===== src/rtl/bootswap_pkg.sv =====
package bootswap_pkg;
  // Size code width; the block supports at most four window sizes.
  localparam int CODE_W = 2;

  typedef logic [CODE_W-1:0] size_code_t;

  typedef enum logic [1:0] {
    RA_CTRL = 2'd0,
    RA_SWAP = 2'd1,
    RA_STAT = 2'd2,
    RA_NONE = 2'd3
  } reg_addr_e;

  localparam logic [1:0] BOOT_SPI = 2'b11;

  typedef struct packed {
    logic [2:0] rsvd;
    logic       err;
    size_code_t code;
    logic       lock;
    logic       swap;
  } status_t;
endpackage


===== src/rtl/bsw_size_sel.sv =====
module bsw_size_sel
  import bootswap_pkg::*;
#(
  parameter int STRAP_W   = 3,
  parameter int NUM_SIZES = 3
) (
  input  logic               var_en_i,
  input  logic [1:0]         boot_dev_i,
  input  logic [STRAP_W-1:0] strap_i,
  output size_code_t         code_o,
  output logic               err_o
);
  localparam logic [STRAP_W-1:0] LIMIT = STRAP_W'(NUM_SIZES);

  logic applies;
  logic bad;

  // Strap sizing is honoured only on capable platforms booting from SPI.
  assign applies = var_en_i && (boot_dev_i == BOOT_SPI);
  assign bad     = (strap_i >= LIMIT);

  always_comb begin
    code_o = '0;
    err_o  = 1'b0;
    if (applies) begin
      if (bad) err_o = 1'b1;
      else     code_o = CODE_W'(strap_i);
    end
  end
endmodule


===== src/rtl/bsw_regs.sv =====
module bsw_regs
  import bootswap_pkg::*;
(
  input  logic       clk,
  input  logic       rst_n,
  input  logic       bkp_rst_n,
  input  logic       wr_i,
  input  logic       rd_i,
  input  logic [1:0] addr_i,
  input  logic       wdata_i,
  input  size_code_t code_i,
  input  logic       err_i,
  output logic       swap_o,
  output logic       lock_o,
  output logic       rvalid_o,
  output logic [7:0] rdata_o
);
  logic    swap_q;
  logic    lock_q;
  status_t stat;
  logic [7:0] rd_mux;

  // Battery-backed swap bit: only the backup-domain reset clears it.
  always_ff @(posedge clk or negedge bkp_rst_n) begin
    if (!bkp_rst_n)
      swap_q <= 1'b0;
    else if (rst_n && wr_i && (addr_i == RA_SWAP) && !lock_q)
      swap_q <= wdata_i;
  end

  // Lock: set-only until the next normal reset.
  always_ff @(posedge clk or negedge rst_n) begin
    if (!rst_n)
      lock_q <= 1'b0;
    else if (wr_i && (addr_i == RA_CTRL) && wdata_i)
      lock_q <= 1'b1;
  end

  always_comb begin
    stat      = '0;
    stat.swap = swap_q;
    stat.lock = lock_q;
    stat.code = code_i;
    stat.err  = err_i;
    case (addr_i)
      RA_CTRL: rd_mux = {7'd0, lock_q};
      RA_SWAP: rd_mux = {7'd0, swap_q};
      RA_STAT: rd_mux = stat;
      default: rd_mux = 8'd0;
    endcase
  end

  always_ff @(posedge clk or negedge rst_n) begin
    if (!rst_n) begin
      rvalid_o <= 1'b0;
      rdata_o  <= 8'd0;
    end else begin
      rvalid_o <= rd_i;
      if (rd_i) rdata_o <= rd_mux;
    end
  end

  assign swap_o = swap_q;
  assign lock_o = lock_q;
endmodule


===== src/rtl/bsw_xlate.sv =====
module bsw_xlate
  import bootswap_pkg::*;
#(
  parameter int ADDR_W    = 32,
  parameter int BASE_LOG2 = 16,
  parameter int NUM_SIZES = 3
) (
  input  logic [ADDR_W-1:0] addr_i,
  input  logic              swap_i,
  input  size_code_t        code_i,
  output logic [ADDR_W-1:0] addr_o
);
  logic [ADDR_W-1:0]    cand [NUM_SIZES];
  logic [NUM_SIZES-1:0] hit;

  // One candidate per window size: flip bit log2(size) inside the top 2*size.
  for (genvar g = 0; g < NUM_SIZES; g++) begin : g_size
    localparam int FLIP = BASE_LOG2 + g;
    assign hit[g]  = &addr_i[ADDR_W-1:FLIP+1];
    assign cand[g] = addr_i ^ (ADDR_W'(1) << FLIP);
  end

  always_comb begin
    addr_o = addr_i;
    for (int k = 0; k < NUM_SIZES; k++) begin
      if (swap_i && (code_i == CODE_W'(k)) && hit[k]) addr_o = cand[k];
    end
  end
endmodule


===== src/rtl/bootswap_remap.sv =====
module bootswap_remap
  import bootswap_pkg::*;
#(
  parameter int ADDR_W    = 32,
  parameter int BASE_LOG2 = 16,
  parameter int NUM_SIZES = 3,
  parameter int STRAP_W   = 3
) (
  input  logic               clk,
  input  logic               rst_n,
  input  logic               bkp_rst_n,
  input  logic               var_size_en,
  input  logic [1:0]         boot_dev,
  input  logic [STRAP_W-1:0] strap_size,
  input  logic               reg_wr,
  input  logic               reg_rd,
  input  logic [1:0]         reg_addr,
  input  logic               reg_wdata,
  output logic               reg_rvalid,
  output logic [7:0]         reg_rdata,
  input  logic               in_valid,
  output logic               in_ready,
  input  logic [ADDR_W-1:0]  host_addr,
  output logic               out_valid,
  input  logic               out_ready,
  output logic [ADDR_W-1:0]  flash_addr
);
  size_code_t size_code;
  logic       strap_err;
  logic       top_swap;
  logic       top_lock;

  bsw_size_sel #(
    .STRAP_W  (STRAP_W),
    .NUM_SIZES(NUM_SIZES)
  ) u_size (
    .var_en_i  (var_size_en),
    .boot_dev_i(boot_dev),
    .strap_i   (strap_size),
    .code_o    (size_code),
    .err_o     (strap_err)
  );

  bsw_regs u_regs (
    .clk      (clk),
    .rst_n    (rst_n),
    .bkp_rst_n(bkp_rst_n),
    .wr_i     (reg_wr),
    .rd_i     (reg_rd),
    .addr_i   (reg_addr),
    .wdata_i  (reg_wdata),
    .code_i   (size_code),
    .err_i    (strap_err),
    .swap_o   (top_swap),
    .lock_o   (top_lock),
    .rvalid_o (reg_rvalid),
    .rdata_o  (reg_rdata)
  );

  bsw_xlate #(
    .ADDR_W   (ADDR_W),
    .BASE_LOG2(BASE_LOG2),
    .NUM_SIZES(NUM_SIZES)
  ) u_xlate (
    .addr_i(host_addr),
    .swap_i(top_swap),
    .code_i(size_code),
    .addr_o(flash_addr)
  );

  // Zero-latency pass-through handshake.
  assign out_valid = in_valid;
  assign in_ready  = out_ready;
endmodule


===== config.mk =====
export PLATFORM = sky130hd
export DESIGN_NAME = bootswap_remap
export DESIGN_NICKNAME = d
export VERILOG_FILES = /design/src/rtl/bootswap_pkg.sv /design/src/rtl/bsw_size_sel.sv /design/src/rtl/bsw_regs.sv /design/src/rtl/bsw_xlate.sv /design/src/rtl/bootswap_remap.sv
export SDC_FILE = /design/constraint.sdc
export NUM_CORES = 1
export LEC_CHECK = 0
export ABC_AREA = 1
export ABC_CLOCK_PERIOD_IN_PS = 880
export CAP_MARGIN = 20
export CORE_MARGIN = 2
export CORE_UTILIZATION = 25
export DETAILED_ROUTE_END_ITERATION = 10
export MAX_ROUTING_LAYER = met4
export PLACE_DENSITY = 0.76
export SLEW_MARGIN = 40
export SYNTH_ARGS = -nofsm -noshare
export SYNTH_HDL_FRONTEND = slang
export SYNTH_SLANG_ARGS = --single-unit

===== constraint.sdc =====
create_clock -name clk -period 0.88 [get_ports clk]
set_input_delay 0.132 -clock clk [delete_from_list [all_inputs] [get_ports clk]]
set_output_delay 0.132 -clock clk [all_outputs]
set_load 0.1 [all_outputs]

Yosys cells after proc, flatten, opt, wreduce, memory -nomap -nowiden
Index checks and enable logic that the tools add are counted.

operators by class
  $lt $le $gt $ge = 1
  equal/unequal tests = 5
  mux-type cells = 8
  bitwise gates (word level) = 3
  reduce and logical (&&, ||, !) cells = 18

operators with widths
  operator                                                                              count
  19-bit 2-to-1 mux                                                                     1
  18-bit 2-to-1 mux                                                                     1
  17-bit 2-to-1 mux                                                                     1
  5-bit one-hot mux with 3 select lines                                                 1
  15-bit AND reduction                                                                  1
  14-bit AND reduction                                                                  1
  13-bit AND reduction                                                                  1
  1-bit logical AND                                                                     12
  2-bit == test (second input constant)                                                 3
  2-bit by 1-bit == test with 1-bit output (second input constant)                      2
  2-bit logical NOT                                                                     2
  2-bit 2-to-1 mux                                                                      2
  3-bit by 2-bit greater-or-equal comparator with 1-bit output (second input constant)  1
  1-bit NOT                                                                             3
  1-bit 2-to-1 mux                                                                      2
  1-bit logical NOT                                                                     1

word-level totals
  bits in registers = 11
  word-level logic and storage cells = 39

Logic depth before layout (Yosys ltp)
  depth in word-level cells = 9
  gate-level depth with buffers = 7

Modules after synthesis
Synthesis repeated with hierarchy kept, for this count alone.

second synthesis, totals
  cells, all modules = 138
  area total of the unflattened synthesis = 894.6 um^2

by module, submodules not included
  module          instances  cells an instance  area each (um^2)  sequential area each (um^2)
  bsw_xlate       1          81                 439.2             0.0
  bsw_regs        1          47                 400.4             200.2
  bsw_size_sel    1          8                  40.0              0.0
  bootswap_remap  1          2                  15.0              0.0

Worst setup path before layout
No wires, ideal clock.

  kind = register -> output
  start = register u_regs.swap_q, in the netlist u_regs.swap_o
  end = output flash_addr[16]
  arrival = 1.368 ns
  data required time = 0.748 ns
  path slack = -0.620 ns
  cell stages (with the launch flop) = 7
  path buffers = 0
  cell sequence = dfrtp_1 nand2_1 nor2_1 nand3_1 nor2_2 nand3_1 nand2_1

on the way
  longest elaborated chain between the ends = 5
  elaborated cells on any way between the ends = 9
  those cells by class = 3 x mux; 6 x reduce/logical

ends and longest elaborated chain
  what                             RTL line              text
  from (decl)                      bsw_regs.sv:18        logic swap_q;
  from (signal assigned)           bsw_regs.sv:28        swap_q <= wdata_i;
  1-bit logical AND (2 in series)  bsw_xlate.sv:26       if (swap_i && (code_i == CODE_W'(k)) && hit[k]) addr_o = cand[k];
  17-bit 2-to-1 mux                bsw_xlate.sv:26
  18-bit 2-to-1 mux                bsw_xlate.sv:26
  19-bit 2-to-1 mux (*)            bsw_xlate.sv:26
  to (decl)                        bootswap_remap.sv:26  output logic [ADDR_W-1:0] flash_addr

Every way passes the cells marked *; elsewhere a longest branch is shown, timed or not.

Worst setup path in the final report
Ends and elaborated chain as after synthesis.

==> metrics.md <==
| Metric | Value |
|---|---|
| Largest net degree at the start of global routing | `8` |
| Crit start category | `flop` |
| Final Net Count | `224` |
| Placed insts | `208` |
| Crit-path max FO | `2` |
| Antenna-violating nets left | `0` |
| N_diodes | `0` |
| DRC violations left | `0` |
| Syn Area/Cell | `6.66 µm²` |
| IO Port Bufs | `51` |
| Total Power | `1.66 mW` |
| Drt first pass iters | `4` |
| Most frequent cells in the layout | `buf_4 (24), nand2_1 (22), buf_12 (22), dlygate4sd2_1 (20)` |
| Max VDD drop | `0.439 mV` |
| RSZ-0062 raised after global routing | `yes` |
| Arrival time worst endpoint | `1380 ps` |
| Fin. Hold Viols | `0` |
| Fmax | `660 MHz` |
| Seq cells post-synth | `8` |
| Initial antenna violation count | `0` |
| Die width | `62.0 µm` |
| Reg2Reg Depth | `4` |
| Pwr Density | `994 nW/µm²` |
| Routability cong. | `0.751` |
| Final WL | `2280 µm` |
| Number of global-route vias before repair | `851` |
| Final Cycle Share | `1.72` |
| Die Area | `3840 µm²` |
| TritonCTS Buffers | `3` |
| Initial Util | `0.256` |
| Register area share after synthesis | `0.238` |
| Mapped Cells | `126` |
| Max Clock Skew | `between 4 and 5 ps` |
| FF-to-FF Start | `u_regs.swap_o$_DFFE_PN0P_` |
| First-pass GRT wire length | `3500 µm` |
| Synthesized area | `840 µm²` |
| Worst-path clk slew | `50 ps` |
| Area Overhead vs Synth | `99.1%` |
| Core ar. | `3280 µm²` |
| Worst skew pair latency | `250 ps` |
| Worst Setup Slack, final | `-635 ps` |
| Leak pwr | `0.773 nW` |
| Reg-to-Reg End | `u_regs.rdata_o[0]$_DFFE_PN0P_` |
| Commonest non-fill, non-tap cell in the layout | `buf_4` |
| Yosys warnings | `0` |
| Share of layout cells above drive strength 1 | `0.491` |
| Root cell of the clock tree | `clkbuf_4` |
| DR vias | `between 800 and 900` |
| Synth unique cells | `19` |
| DR iter-0 viols | `29` |
| HPWL Detailed | `1830 µm` |
| Via/cell ratio | `4.01` |
| Final setup vio count | `10` |
| Max Root-Sink Buffers | `2` |
| Crit path launch | `u_regs.swap_o$_DFFE_PN0P_` |
| Max_cap viols | `0` |
| R2R setup slack | `-60 ps` |
| GRT Util Overall | `0.127` |
| Minimum clock period | `1510 ps` |
| Die Span Y | `between 60 and 70 µm` |
| CTS sink cnt | `8` |
| Total grt overflow | `0` |
| Wirelength per Cell | `10.3 µm` |
| Non-Filler Instances | `221` |
| CTS tree | `done` |
| Violated checks | `setup timing` |
| Post-place setup slack | `-772 ps` |
| Worst min-delay path category | `input pin to async pin` |
| H-tree levels | `1` |
| Ports | `~90` |
| CP Capture Point | `flash_addr[16]` |
| Slew Viols, Final | `0` |
| Data required time of the worst path | `750 ps` |
| CP Capture Type | `output pin` |
| Placement Rows | `21` |
| WS Path Type | `flop to output pin` |
| Status | `finished with violations` |
## layer usage
metal	GRT usage	part of all wire
met3	0.0228	0.075
met4	0.0669	0.018
met5	-	0
met1	0.138	0.38
met2	0.217	0.53
## registers in the layout, indices dropped and copies added, names as in the netlist
signal	cells
u_regs.rvalid_o	1
u_regs.swap_o	1
u_regs.rdata_o	5
u_regs.lock_o	1
## logic make-up (layout without fill, tap and decap cells)
family | count (synthesis) | in the layout | synth area share
other | 1 | 3 | 0.00447
buffers and inverters | 50 | 97 | 0.376
flip-flops | 8 | 8 | 0.238
AO/OA/AOI/OAI | 8 | 8 | 0.0537
AND/OR/NAND/NOR | 59 | 59 | 0.328
## per-stage QoR
stage | area, µm² | utilization | setup TNS [ps] | hold WS, ps
2_1_floorplan | 906 | - | -616 | -164
3_3_place_gp | 1570 | 0.478 | -6390 | 265
3_5_place_dp | 1570 | 0.478 | -6720 | 265
4_1_cts | 1660 | 0.505 | -3070 | 20.7
5_1_grt | 1670 | 0.509 | -3350 | 23.1
6_report | 1670 | 0.509 | -2870 | 27.2
## critical path, stage by stage (launching register included)
cell,delay [ps]
dfrtp_1,350
nand2_1,50
nor2_1,100
nand3_1,90
nor2_2,130
nand2_1,80
nand2_2,110
nand2_8,60
buf_12,160
## worst min path at each step
stage                 start                         to  depth (start not counted)
2_1_floorplan         rst_n  u_regs.lock_o$_DFFE_PN0P_                          0
3_3_place_gp   host_addr[0]              flash_addr[0]                          0
3_5_place_dp   host_addr[0]              flash_addr[0]                          0
4_1_cts           bkp_rst_n  u_regs.swap_o$_DFFE_PN0P_                          1
5_1_grt           bkp_rst_n  u_regs.swap_o$_DFFE_PN0P_                          1
6_report          bkp_rst_n  u_regs.swap_o$_DFFE_PN0P_                          1
## cells in the mapped netlist
library cell	number	area share
nand4_1	3	0.022
a21oi_1	2	0.012
nand3_2	1	0.012
clkbuf_1	1	0.0045
nor2_2	5	0.037
nand3_1	6	0.036
o22ai_1	3	0.022
a31oi_1	1	0.0075
nand2_1	26	0.12
conb_1	1	0.0045
buf_4	34	0.30
nand3b_1	3	0.027
and2_1	1	0.0075
inv_1	14	0.063
nor3_2	1	0.012
nor2_1	13	0.058
dfrtp_1	8	0.24
o21ai_0	2	0.012
inv_2	1	0.0045
## final cells by class
class | count | area [µm²]
fill | 311 | 1610
timing repair buffer | 78 | 905
multi-input combinational | 70 | 407
sequential | 8 | 220
tap | 46 | 57.6
inverter | 15 | 56.3
clock buffer | 4 | 26.3
## power by group
group / internal (mW) / switching (mW)
Sequential: 0.387 / 0.0126
Combinational: 0.362 / 0.600
Clock: 0.173 / 0.125
## what timing repair did
action	CTS	global route
setup endpoints to repair	27	14
hold buffers	0	0
resized for setup	36	8
pin swaps	10	6
buffers inserted	7	3
(Power assumes the default switching activity.)
